### src/rtl/vsc_pkg.sv
`timescale 1ns/1ps
package vsc_pkg;
  // Sequencing states of the serial clock generator
  typedef enum logic [1:0] {
    ST_IDLE = 2'd0,
    ST_RUN  = 2'd1,
    ST_FIN  = 2'd2
  } vsc_state_e;
endpackage

### src/rtl/vsc_half_timer.sv
`timescale 1ns/1ps
// Down-counter that measures one serial clock half-period.
module vsc_half_timer #(
  parameter int CNT_W = 17
) (
  input  logic             clk,
  input  logic             rst_n,
  input  logic             clr,
  input  logic             load,
  input  logic [CNT_W-1:0] load_val,
  output logic             zero
);
  logic [CNT_W-1:0] cnt_q;

  always_ff @(posedge clk or negedge rst_n) begin
    if (!rst_n) begin
      cnt_q <= '0;
    end else if (clr) begin
      cnt_q <= '0;
    end else if (load) begin
      cnt_q <= load_val;
    end else if (cnt_q != '0) begin
      cnt_q <= cnt_q - 1'b1;
    end
  end

  assign zero = (cnt_q == '0);
endmodule

### src/rtl/vsc_rate_sel.sv
`timescale 1ns/1ps
// Captures the transfer settings and computes the reload value of the
// half-period timer from the rate pattern.
module vsc_rate_sel #(
  parameter int DIV_W = 16,
  parameter int PAT_W = 32,
  parameter int IDX_W = 5,
  parameter int CNT_W = DIV_W + 1
) (
  input  logic             clk,
  input  logic             rst_n,
  input  logic             capture,
  input  logic             var_i,
  input  logic [DIV_W-1:0] div_base_i,
  input  logic [DIV_W-1:0] div_alt_i,
  input  logic [PAT_W-1:0] pat_i,
  input  logic [IDX_W-1:0] cur_idx,
  output logic [CNT_W-1:0] first_len,
  output logic [CNT_W-1:0] next_len
);
  logic             var_q;
  logic [DIV_W-1:0] base_q;
  logic [DIV_W-1:0] alt_q;
  logic [PAT_W-1:0] pat_q;
  logic [PAT_W-1:0] pat_shift;
  logic             use_alt;

  always_ff @(posedge clk or negedge rst_n) begin
    if (!rst_n) begin
      var_q  <= 1'b0;
      base_q <= '0;
      alt_q  <= '0;
      pat_q  <= '0;
    end else if (capture) begin
      var_q  <= var_i;
      base_q <= div_base_i;
      alt_q  <= div_alt_i;
      pat_q  <= pat_i;
    end
  end

  // Bit at the current walk position decides the following half-period.
  always_comb begin
    pat_shift = pat_q << cur_idx;
    use_alt   = var_q & pat_shift[PAT_W-1];
  end

  // Reload value is (length - 1) = 2*(div+1) - 1 = 2*div + 1.
  assign first_len = {div_base_i, 1'b1};
  assign next_len  = use_alt ? {alt_q, 1'b1} : {base_q, 1'b1};
endmodule

### src/rtl/vsc_edge_ctrl.sv
`timescale 1ns/1ps
// Sequencer: accepts a start, toggles the serial clock at each timer
// expiry, raises the edge strobes and closes the transfer.
module vsc_edge_ctrl
  import vsc_pkg::*;
#(
  parameter int HALVES = 32,
  parameter int IDX_W  = 5
) (
  input  logic             clk,
  input  logic             rst_n,
  input  logic             en,
  input  logic             start,
  input  logic             tmr_zero,
  output logic             accept,
  output logic             advance,
  output logic             tmr_clr,
  output logic [IDX_W-1:0] cur_idx,
  output logic             sclk,
  output logic             lead_stb,
  output logic             trail_stb,
  output logic             done
);
  localparam logic [IDX_W-1:0] LAST_IDX = IDX_W'(HALVES - 1);

  vsc_state_e       state_q;
  logic [IDX_W-1:0] idx_q;
  logic             sclk_q;
  logic             lead_q;
  logic             trail_q;
  logic             done_q;
  logic             edge_now;

  always_comb begin
    edge_now = (state_q == ST_RUN) && en && tmr_zero;
    accept   = (state_q == ST_IDLE) && en && start;
    advance  = edge_now && (idx_q != LAST_IDX);
    tmr_clr  = !en;
  end

  always_ff @(posedge clk or negedge rst_n) begin
    if (!rst_n) begin
      state_q <= ST_IDLE;
      idx_q   <= '0;
      sclk_q  <= 1'b0;
      lead_q  <= 1'b0;
      trail_q <= 1'b0;
      done_q  <= 1'b0;
    end else if (!en) begin
      state_q <= ST_IDLE;
      idx_q   <= '0;
      sclk_q  <= 1'b0;
      lead_q  <= 1'b0;
      trail_q <= 1'b0;
      done_q  <= 1'b0;
    end else begin
      lead_q  <= 1'b0;
      trail_q <= 1'b0;
      done_q  <= 1'b0;
      unique case (state_q)
        ST_IDLE: begin
          if (start) begin
            state_q <= ST_RUN;
            idx_q   <= '0;
            sclk_q  <= 1'b0;
          end
        end
        ST_RUN: begin
          if (tmr_zero) begin
            sclk_q  <= ~sclk_q;
            lead_q  <= ~sclk_q;
            trail_q <= sclk_q;
            if (idx_q == LAST_IDX) begin
              state_q <= ST_FIN;
            end else begin
              idx_q <= idx_q + 1'b1;
            end
          end
        end
        ST_FIN: begin
          done_q  <= 1'b1;
          state_q <= ST_IDLE;
        end
        default: state_q <= ST_IDLE;
      endcase
    end
  end

  assign cur_idx   = idx_q;
  assign sclk      = sclk_q;
  assign lead_stb  = lead_q;
  assign trail_stb = trail_q;
  assign done      = done_q;
endmodule

### src/rtl/varclk_sclk_gen.sv
`timescale 1ns/1ps
// SPI master serial clock generator with per-half-period rate pattern.
module varclk_sclk_gen #(
  parameter int DIV_W       = 16,
  parameter int SCLK_CYCLES = 16
) (
  input  logic                     clk,
  input  logic                     rst_n,
  input  logic                     en,
  input  logic                     start,
  input  logic                     var_mode,
  input  logic [DIV_W-1:0]         div_base,
  input  logic [DIV_W-1:0]         div_alt,
  input  logic [2*SCLK_CYCLES-1:0] rate_pattern,
  output logic                     sclk,
  output logic                     lead_stb,
  output logic                     trail_stb,
  output logic                     done
);
  localparam int HALVES = 2 * SCLK_CYCLES;
  localparam int PAT_W  = HALVES;
  localparam int IDX_W  = $clog2(HALVES);
  localparam int CNT_W  = DIV_W + 1;

  logic             accept;
  logic             advance;
  logic             tmr_clr;
  logic             tmr_zero;
  logic [IDX_W-1:0] cur_idx;
  logic [CNT_W-1:0] first_len;
  logic [CNT_W-1:0] next_len;
  logic [CNT_W-1:0] load_val;

  assign load_val = accept ? first_len : next_len;

  vsc_rate_sel #(
    .DIV_W (DIV_W),
    .PAT_W (PAT_W),
    .IDX_W (IDX_W),
    .CNT_W (CNT_W)
  ) u_rate (
    .clk        (clk),
    .rst_n      (rst_n),
    .capture    (accept),
    .var_i      (var_mode),
    .div_base_i (div_base),
    .div_alt_i  (div_alt),
    .pat_i      (rate_pattern),
    .cur_idx    (cur_idx),
    .first_len  (first_len),
    .next_len   (next_len)
  );

  vsc_half_timer #(
    .CNT_W (CNT_W)
  ) u_timer (
    .clk      (clk),
    .rst_n    (rst_n),
    .clr      (tmr_clr),
    .load     (accept | advance),
    .load_val (load_val),
    .zero     (tmr_zero)
  );

  vsc_edge_ctrl #(
    .HALVES (HALVES),
    .IDX_W  (IDX_W)
  ) u_ctrl (
    .clk       (clk),
    .rst_n     (rst_n),
    .en        (en),
    .start     (start),
    .tmr_zero  (tmr_zero),
    .accept    (accept),
    .advance   (advance),
    .tmr_clr   (tmr_clr),
    .cur_idx   (cur_idx),
    .sclk      (sclk),
    .lead_stb  (lead_stb),
    .trail_stb (trail_stb),
    .done      (done)
  );
endmodule

### config.mk
export PLATFORM = sky130hd
export DESIGN_NAME = varclk_sclk_gen
export DESIGN_NICKNAME = d
export VERILOG_FILES = /design/src/rtl/vsc_pkg.sv /design/src/rtl/vsc_half_timer.sv /design/src/rtl/vsc_rate_sel.sv /design/src/rtl/vsc_edge_ctrl.sv /design/src/rtl/varclk_sclk_gen.sv
export SDC_FILE = /design/constraint.sdc
export NUM_CORES = 1
export LEC_CHECK = 0
export BUFFER_PORTS_ARGS = -buffer_cell sky130_fd_sc_hd__buf_2
export CAP_MARGIN = 10
export CORE_MARGIN = 2
export CORE_UTILIZATION = 61
export CTS_CLUSTER_SIZE = 25
export DETAILED_ROUTE_END_ITERATION = 7
export PLACE_DENSITY = 0.83
export SYNTH_ARGS = -nofsm -noshare
export SYNTH_HDL_FRONTEND = slang
export SYNTH_SLANG_ARGS = --single-unit
### constraint.sdc
create_clock -name clk -period 5.2 [get_ports clk]
set_input_delay 0.52 -clock clk [delete_from_list [all_inputs] [get_ports clk]]
set_output_delay 0.52 -clock clk [all_outputs]
set_load 0.005 [all_outputs]
==> results of run 1 <==
## cells by family (layout without fill, tap and decap cells)
kind of cell / count (synthesis) / count (layout) / synth area share (%)
muxes: 33 / 33 / 7.25
adders and majority gates: 4 / 4 / 1.10
buffers and inverters: 34 / 98 / 3.08
and+or+nand+nor: 259 / 259 / 24.5
DFF: 93 / 93 / 51.1
xor gates and xnor gates: 13 / 13 / 2.50
AOI/OAI and AO/OA: 72 / 72 / 10.5
## power groups by stage
stage	Combinational [mW]	Clock (mW)	Sequential, mW
finish	0.603	0.446	0.977
floorplan	0.474	0	0.954
CTS	0.601	0.451	0.974
detailed placement	0.597	0	0.984
global placement	0.575	0	0.979
global route	0.684	0.482	0.994
## synthesized netlist by cell type (2+ instances only)
library cell / instances
xnor2_1: 6
ha_1: 4
clkbuf_1: 22
a21o_1: 7
o211ai_1: 2
nor2b_1: 6
mux2i_1: 33
nor4_1: 4
a21oi_1: 13
nor3_1: 6
o21a_1: 3
nand2_1: 185
or4_4: 2
and3_1: 7
a211oi_1: 6
buf_4: 3
nand3_1: 10
inv_1: 7
and2_1: 3
a31oi_1: 2
a22o_1: 3
a22oi_1: 11
o31ai_1: 2
nand4_1: 4
dfrtp_1: 93
or3_1: 5
nor2_1: 18
xor2_1: 7
o21ai_0: 17
nand2b_1: 5
## layer usage
layer,track usage [%],share of wire [%],vias up
met1,36.4,48,1809
met5,0,0,-
met3,4.59,4.7,9
li1,-,-,1825
met2,39.7,47,107
met4,7.82,0.93,0
## state kept, by name, summed over array words and instances (netlist names), 2 cells and up
register        count
u_rate.base_q      16
u_timer.cnt_q      17
u_rate.alt_q       16
u_rate.pat_q       32
u_ctrl.cur_idx      5
u_ctrl.state_q      2
## area by class of cell
class / instances / area (um^2)
sequential: 93 / 2330
tap: 99 / 124
inverter: 7 / 26.3
fill: 566 / 2110
clock inverter: 6 / 46.3
multi-input combinational: 381 / 2100
timing repair buffer: 75 / 385
clock buffer: 10 / 138
## worst min path at each step
| stage | slack, ns | to | depth (start not counted) | start |
|---|---|---|---|---|
| 4_1_cts | 0.17 | u_rate.alt_q[4]$_DFFE_PN0P_ | 1 | rst_n |
| 2_1_floorplan | 0.22 | u_ctrl.cur_idx[0]$_DFFE_PN0P_ | 0 | rst_n |
| 6_report | 0.15 | u_rate.alt_q[4]$_DFFE_PN0P_ | 1 | rst_n |
| 3_5_place_dp | 0.46 | u_rate.base_q[13]$_DFFE_PN0P_ | 2 | u_rate.base_q[13]$_DFFE_PN0P_ |
| 5_1_grt | 0.20 | u_rate.base_q[3]$_DFFE_PN0P_ | 1 | rst_n |
| 3_3_place_gp | 0.46 | u_rate.base_q[10]$_DFFE_PN0P_ | 2 | u_rate.base_q[10]$_DFFE_PN0P_ |
## metrics by stage
step | cells | util, %
final | 671 | 70.9
after global routing | 671 | 70.9
after CTS | 671 | 70.9
after detailed placement | 655 | 68.4
after global placement | 655 | 68.4
after floorplan | 508 | -
==> impl_metrics.tcl, run 1 <==
set metrics [dict create \
    status "completed" \
    fin_nets 640 \
    cts-resized-gates 0 \
    r2r_slack_ns 2.05 \
    setup_tns_ns 0 \
    numCtsBuffers 9 \
    slowest_stage "dfrtp_1" \
    seqPwrFrac_pct 48.2 \
    die_x_um 90.4 \
    crit_chain "ha_1 -> and3_1 -> ha_1 -> nor2b_1 -> and2_1 -> nor4_2 -> a211oi_1 -> o21ai_0 -> a21oi_1" \
    grt_setup_unrepaired "no" \
    total_power_mw 2.03 \
    synthFlopType "dfrtp_1" \
    p_int_mw 1.32 \
    remaining_drc_errors 0 \
    row_count 31 \
    setup.worst_path.start_class "register" \
    root_buffer "clkbuf_8" \
    core-area_mm2 0.00725 \
    pre_cts_ws_ns 2.14 \
    drive_gt1_share_pct 17.1 \
    hold_class "input pin to asynchronous set/reset pin" \
    setup_violations 0 \
    grt_pass1_vias 3593 \
    final_common_cell "nand2_1" \
    grt_start_max_net_pins 66 \
    reg2reg_to "u_timer.cnt_q[2]$_DFFE_PN0P_" \
    crit_family "simple AND/OR/NAND/NOR gates" \
    dieArea_mm2 0.00817 \
    seq_area_frac_synth_pct 51.1 \
    port_buffers 72 \
    netlist_top_cells_area "dfrtp_1 (51%), nand2_1 (15%), mux2i_1 (7.3%)" \
    report.final.hold_viol_count 0 \
    p_per_area_mw_per_mm2 394 \
    timing.hold.ws_ns 0.149 \
    gp_congestion 0.850 \
    rr_worst_depth 9 \
    clock_sinks 93 \
    syn_nets 581 \
    drv_cap 0 \
    ys_seq_elements 93 \
    yosys_warnings 0 \
    hpwl_um 6700 \
    drt-pass1-iter-count 4 \
    finalCritPeriodShare_pct 60.6 \
    cts_hold_buf 0 \
    io_pins 73 \
    path_depth 9 \
    cts-htree-levels 3 \
    drt_iter0_markers 249 \
    routed_wl_um 9790 \
    synth_cell_types 42 \
    syn_to_final_growth_pct 13.0 \
    clkLatencyLatePin_ns 0.36 \
    synth_edf_count 0 \
    die_h_um 90.4 \
    crit_end "u_timer.cnt_q[2]$_DFFE_PN0P_" \
    ys_async_sr_fraction_pct 100 \
    p_clk_share_pct 22.0 \
    synth_cells 508 \
    clk_pin_slew_ns 0.09 \
    switchingPower_mw 0.704 \
    pwr-share-comb_pct 29.8 \
    slew_violations 0 \
    cts_setup_buffers 0 \
    relSlewSlack_pct 20.2 \
    skew_ns 0.0134 \
    worst-path-max-fanout 19 \
    num_antenna_cells 0 \
    cp.required_ns 5.41 \
    start_util_pct 62.8 \
    worst_pin_slew_ns 1.19 \
    switching_share_pct 34.7 \
    mostFrequentLayoutCells "nand2_1 (184), dfrtp_1 (93), buf_2 (71)" \
    antenna_found_initial 0 \
    path_buf_inv 0 \
    cpPeakStageDelay_ns 0.97 \
    antenna_left 0 \
    tritoncts "done" \
    fin_ws_ns 2.05 \
    worstPathArrival_ns 3.35 \
    p_leak_nw 2.61 \
    period_minus_slack_ns 3.15 \
    worstSetupPathType "register to register" \
    clock_path_buffers 2 \
    worstReg2RegStart "u_ctrl.cur_idx[1]$_DFFE_PN0P_" \
    final_cell_area_mm2 0.00514 \
    wl_per_cell_um 14.6 \
    fmax_mhz 318 \
    overflow 0 \
    grt_pass1_wl_um 16800 \
    synth_area_leader_cell "dfrtp_1" \
    peakVddDrop_mv 0.197 \
    crit_top_cell "ha_1" \
    syn_avg_cell_area_um2 8.96 \
    synth_area_mm2 0.00455 \
    dpl_cell_area_mm2 0.00496 \
    grt_usage_pct 25.3 \
    cp-startpoint "u_ctrl.cur_idx[1]$_DFFE_PN0P_" \
    num_vias 3750 \
    routed_via_density 5.59 \
    synth_top_area_share_pct 51.1 \
    end_kind "register" \
]
Power figures use the tool's default switching activity.
==> inputs of run 2 (changes only) <==
--- a/config.mk
+++ b/config.mk
@@ -8,10 +8,10 @@
 export BUFFER_PORTS_ARGS = -buffer_cell sky130_fd_sc_hd__buf_2
 export CAP_MARGIN = 10
 export CORE_MARGIN = 2
-export CORE_UTILIZATION = 61
+export CORE_UTILIZATION = 57
 export CTS_CLUSTER_SIZE = 25
 export DETAILED_ROUTE_END_ITERATION = 7
-export PLACE_DENSITY = 0.83
+export PLACE_DENSITY = 0.78
 export SYNTH_ARGS = -nofsm -noshare
 export SYNTH_HDL_FRONTEND = slang
 export SYNTH_SLANG_ARGS = --single-unit
==> constraint.sdc (replaced) <==
create_clock -name clk -period 3.2 [get_ports clk]
set_input_delay 0.32 -clock clk [delete_from_list [all_inputs] [get_ports clk]]
set_output_delay 0.32 -clock clk [all_outputs]
set_load 0.005 [all_outputs]
==> impl_metrics.tcl, run 2 (synthesis gave the netlist of run 1 again) <==
set metrics [dict create \
    end_kind "register" \
    p_int_mw 2.24 \
    wl_per_cell_um 14.6 \
    largest_reg_flops 32 \
    core-area_mm2 0.00773 \
    cts_hold_buf 0 \
    root_buffer "clkbuf_8" \
    num_antenna_cells 0 \
    worst_pin_slew_ns 0.778 \
    numCtsBuffers 9 \
    reg_top3 "u_rate.pat_q (32), u_timer.cnt_q (17)" \
    cts-resized-gates 0 \
    drive_gt1_share_pct 18.1 \
    grt_setup_unrepaired "no" \
    antenna_left 0 \
    pre_cts_ws_ns 0.550 \
    fillers 647 \
    grt_pass1_vias 3646 \
    dieArea_mm2 0.00872 \
    final_common_cell "nand2_1" \
    syn_to_final_growth_pct 14.6 \
    drv_cap 0 \
    fmax_mhz 370 \
    switchingPower_mw 1.15 \
    clock_sinks 93 \
    report.final.hold_viol_count 0 \
    slew_violations 0 \
    peakVddDrop_mv 0.355 \
    remaining_drc_errors 0 \
    p_clk_share_pct 23.5 \
    worstSetupPathType "register to register" \
    clk_pin_slew_ns 0.10 \
    grt_usage_pct 24.6 \
    final-instance-count-excl-fill 681 \
    pwr-share-comb_pct 29.8 \
    p_leak_nw 2.66 \
    die_h_um 93.4 \
    relSlewSlack_pct 48.2 \
    clkLatencyLatePin_ns 0.37 \
    cts_setup_buffers 0 \
    routed_via_density 5.44 \
    fin_nets 648 \
    drt-pass1-iter-count 5 \
    grt_pass1_wl_um 16900 \
    io_pins 73 \
    top_register "u_rate.pat_q" \
    drt_iter0_markers 216 \
    mostFrequentLayoutCells "nand2_1 (184), dfrtp_1 (93), buf_2 (71)" \
    tritoncts "done" \
    seqPwrFrac_pct 46.6 \
    die_x_um 93.4 \
    overflow 0 \
    status "completed" \
    worst-path-max-fanout 5 \
    clock_path_buffers 2 \
    total_power_mw 3.39 \
    start_util_pct 58.9 \
    worstPathArrival_ns 2.92 \
    placed_cells 666 \
    hold_class "input pin to asynchronous set/reset pin" \
    cp.required_ns 3.41 \
    period_minus_slack_ns 2.70 \
    p_per_area_mw_per_mm2 649 \
    routed_wl_um 9980 \
    setup_tns_ns 0 \
    setup_violations 0 \
    port_buffers 72 \
    setup.worst_path.start_class "register" \
    gp_congestion 0.851 \
    cts-htree-levels 3 \
    row_count 32 \
    num_vias 3705 \
    grt_start_max_net_pins 64 \
    fin_ws_ns 0.499 \
    skew_ns 0.0116 \
    antenna_found_initial 0 \
    hpwl_um 6990 \
    switching_share_pct 33.9 \
    utilization_pct 67.6 \
    finalCritPeriodShare_pct 84.4 \
]
==> run 2: final cells by class <==
type	count	area [um^2]	area share, %
clock buffer	10	138	2.64
clock inverter	5	58.8	1.13
inverter	7	26.3	0.503
multi-input combinational	381	2100	40.2
sequential	93	2330	44.6
tap	102	128	2.44
timing repair buffer	83	445	8.53
==> run 2: path summary, 6_finish.rpt <==
kind,start,to,slack (ns),cells past startpoint
worst max-delay path,u_timer.cnt_q[5]$_DFFE_PN0P_,u_timer.cnt_q[14]$_DFFE_PN0P_,0.50,6
worst min-delay path,rst_n,u_rate.base_q[9]$_DFFE_PN0P_,0.03,1
worst max register to register,u_timer.cnt_q[5]$_DFFE_PN0P_,u_timer.cnt_q[14]$_DFFE_PN0P_,0.50,6
worst min register to register,u_rate.pat_q[1]$_DFFE_PN0P_,u_rate.pat_q[1]$_DFFE_PN0P_,0.48,2
max in group asynchronous,rst_n,u_rate.pat_q[16]$_DFFE_PN0P_,2.44,2
min in group clk,rate_pattern[9],u_rate.pat_q[9]$_DFFE_PN0P_,0.14,3
==> run 2: metrics by stage <==
stage | instance area [um^2] | hold WS (ns)
after floorplan | 4550 | 0.0244
after CTS | 5220 | 0.0494
final | 5220 | 0.0341
after global placement | 5020 | 0.450
after detailed placement | 5020 | 0.454
after global routing | 5220 | 0.0877
==> run 2: power groups by stage <==
stage	clock network, mW	registers, mW	logic, mW
global route	0.861	1.60	1.14
finish	0.798	1.58	1.01
detailed placement	0	1.60	1.00
global placement	0	1.58	0.965
CTS	0.819	1.58	1.01
floorplan	0	1.55	0.770
==> run 2: critical path: stages, from the launching register on <==
cell	delay, ns
dfrtp_1	0.41
or4_4	0.57
or4_4	0.54
nor3_1	0.46
nor3_1	0.11
o311ai_0	0.36
a21oi_1	0.11
==> run 2: per-layer routing <==
layer / track usage, % / share of wire (%) / wire length (um)
met1: 35.1 / 47 / 4730
met2: 38.2 / 47 / 4670
met3: 4.75 / 4.7 / 464
met4: 7.97 / 1.1 / 110
met5: 0 / 0 / 0
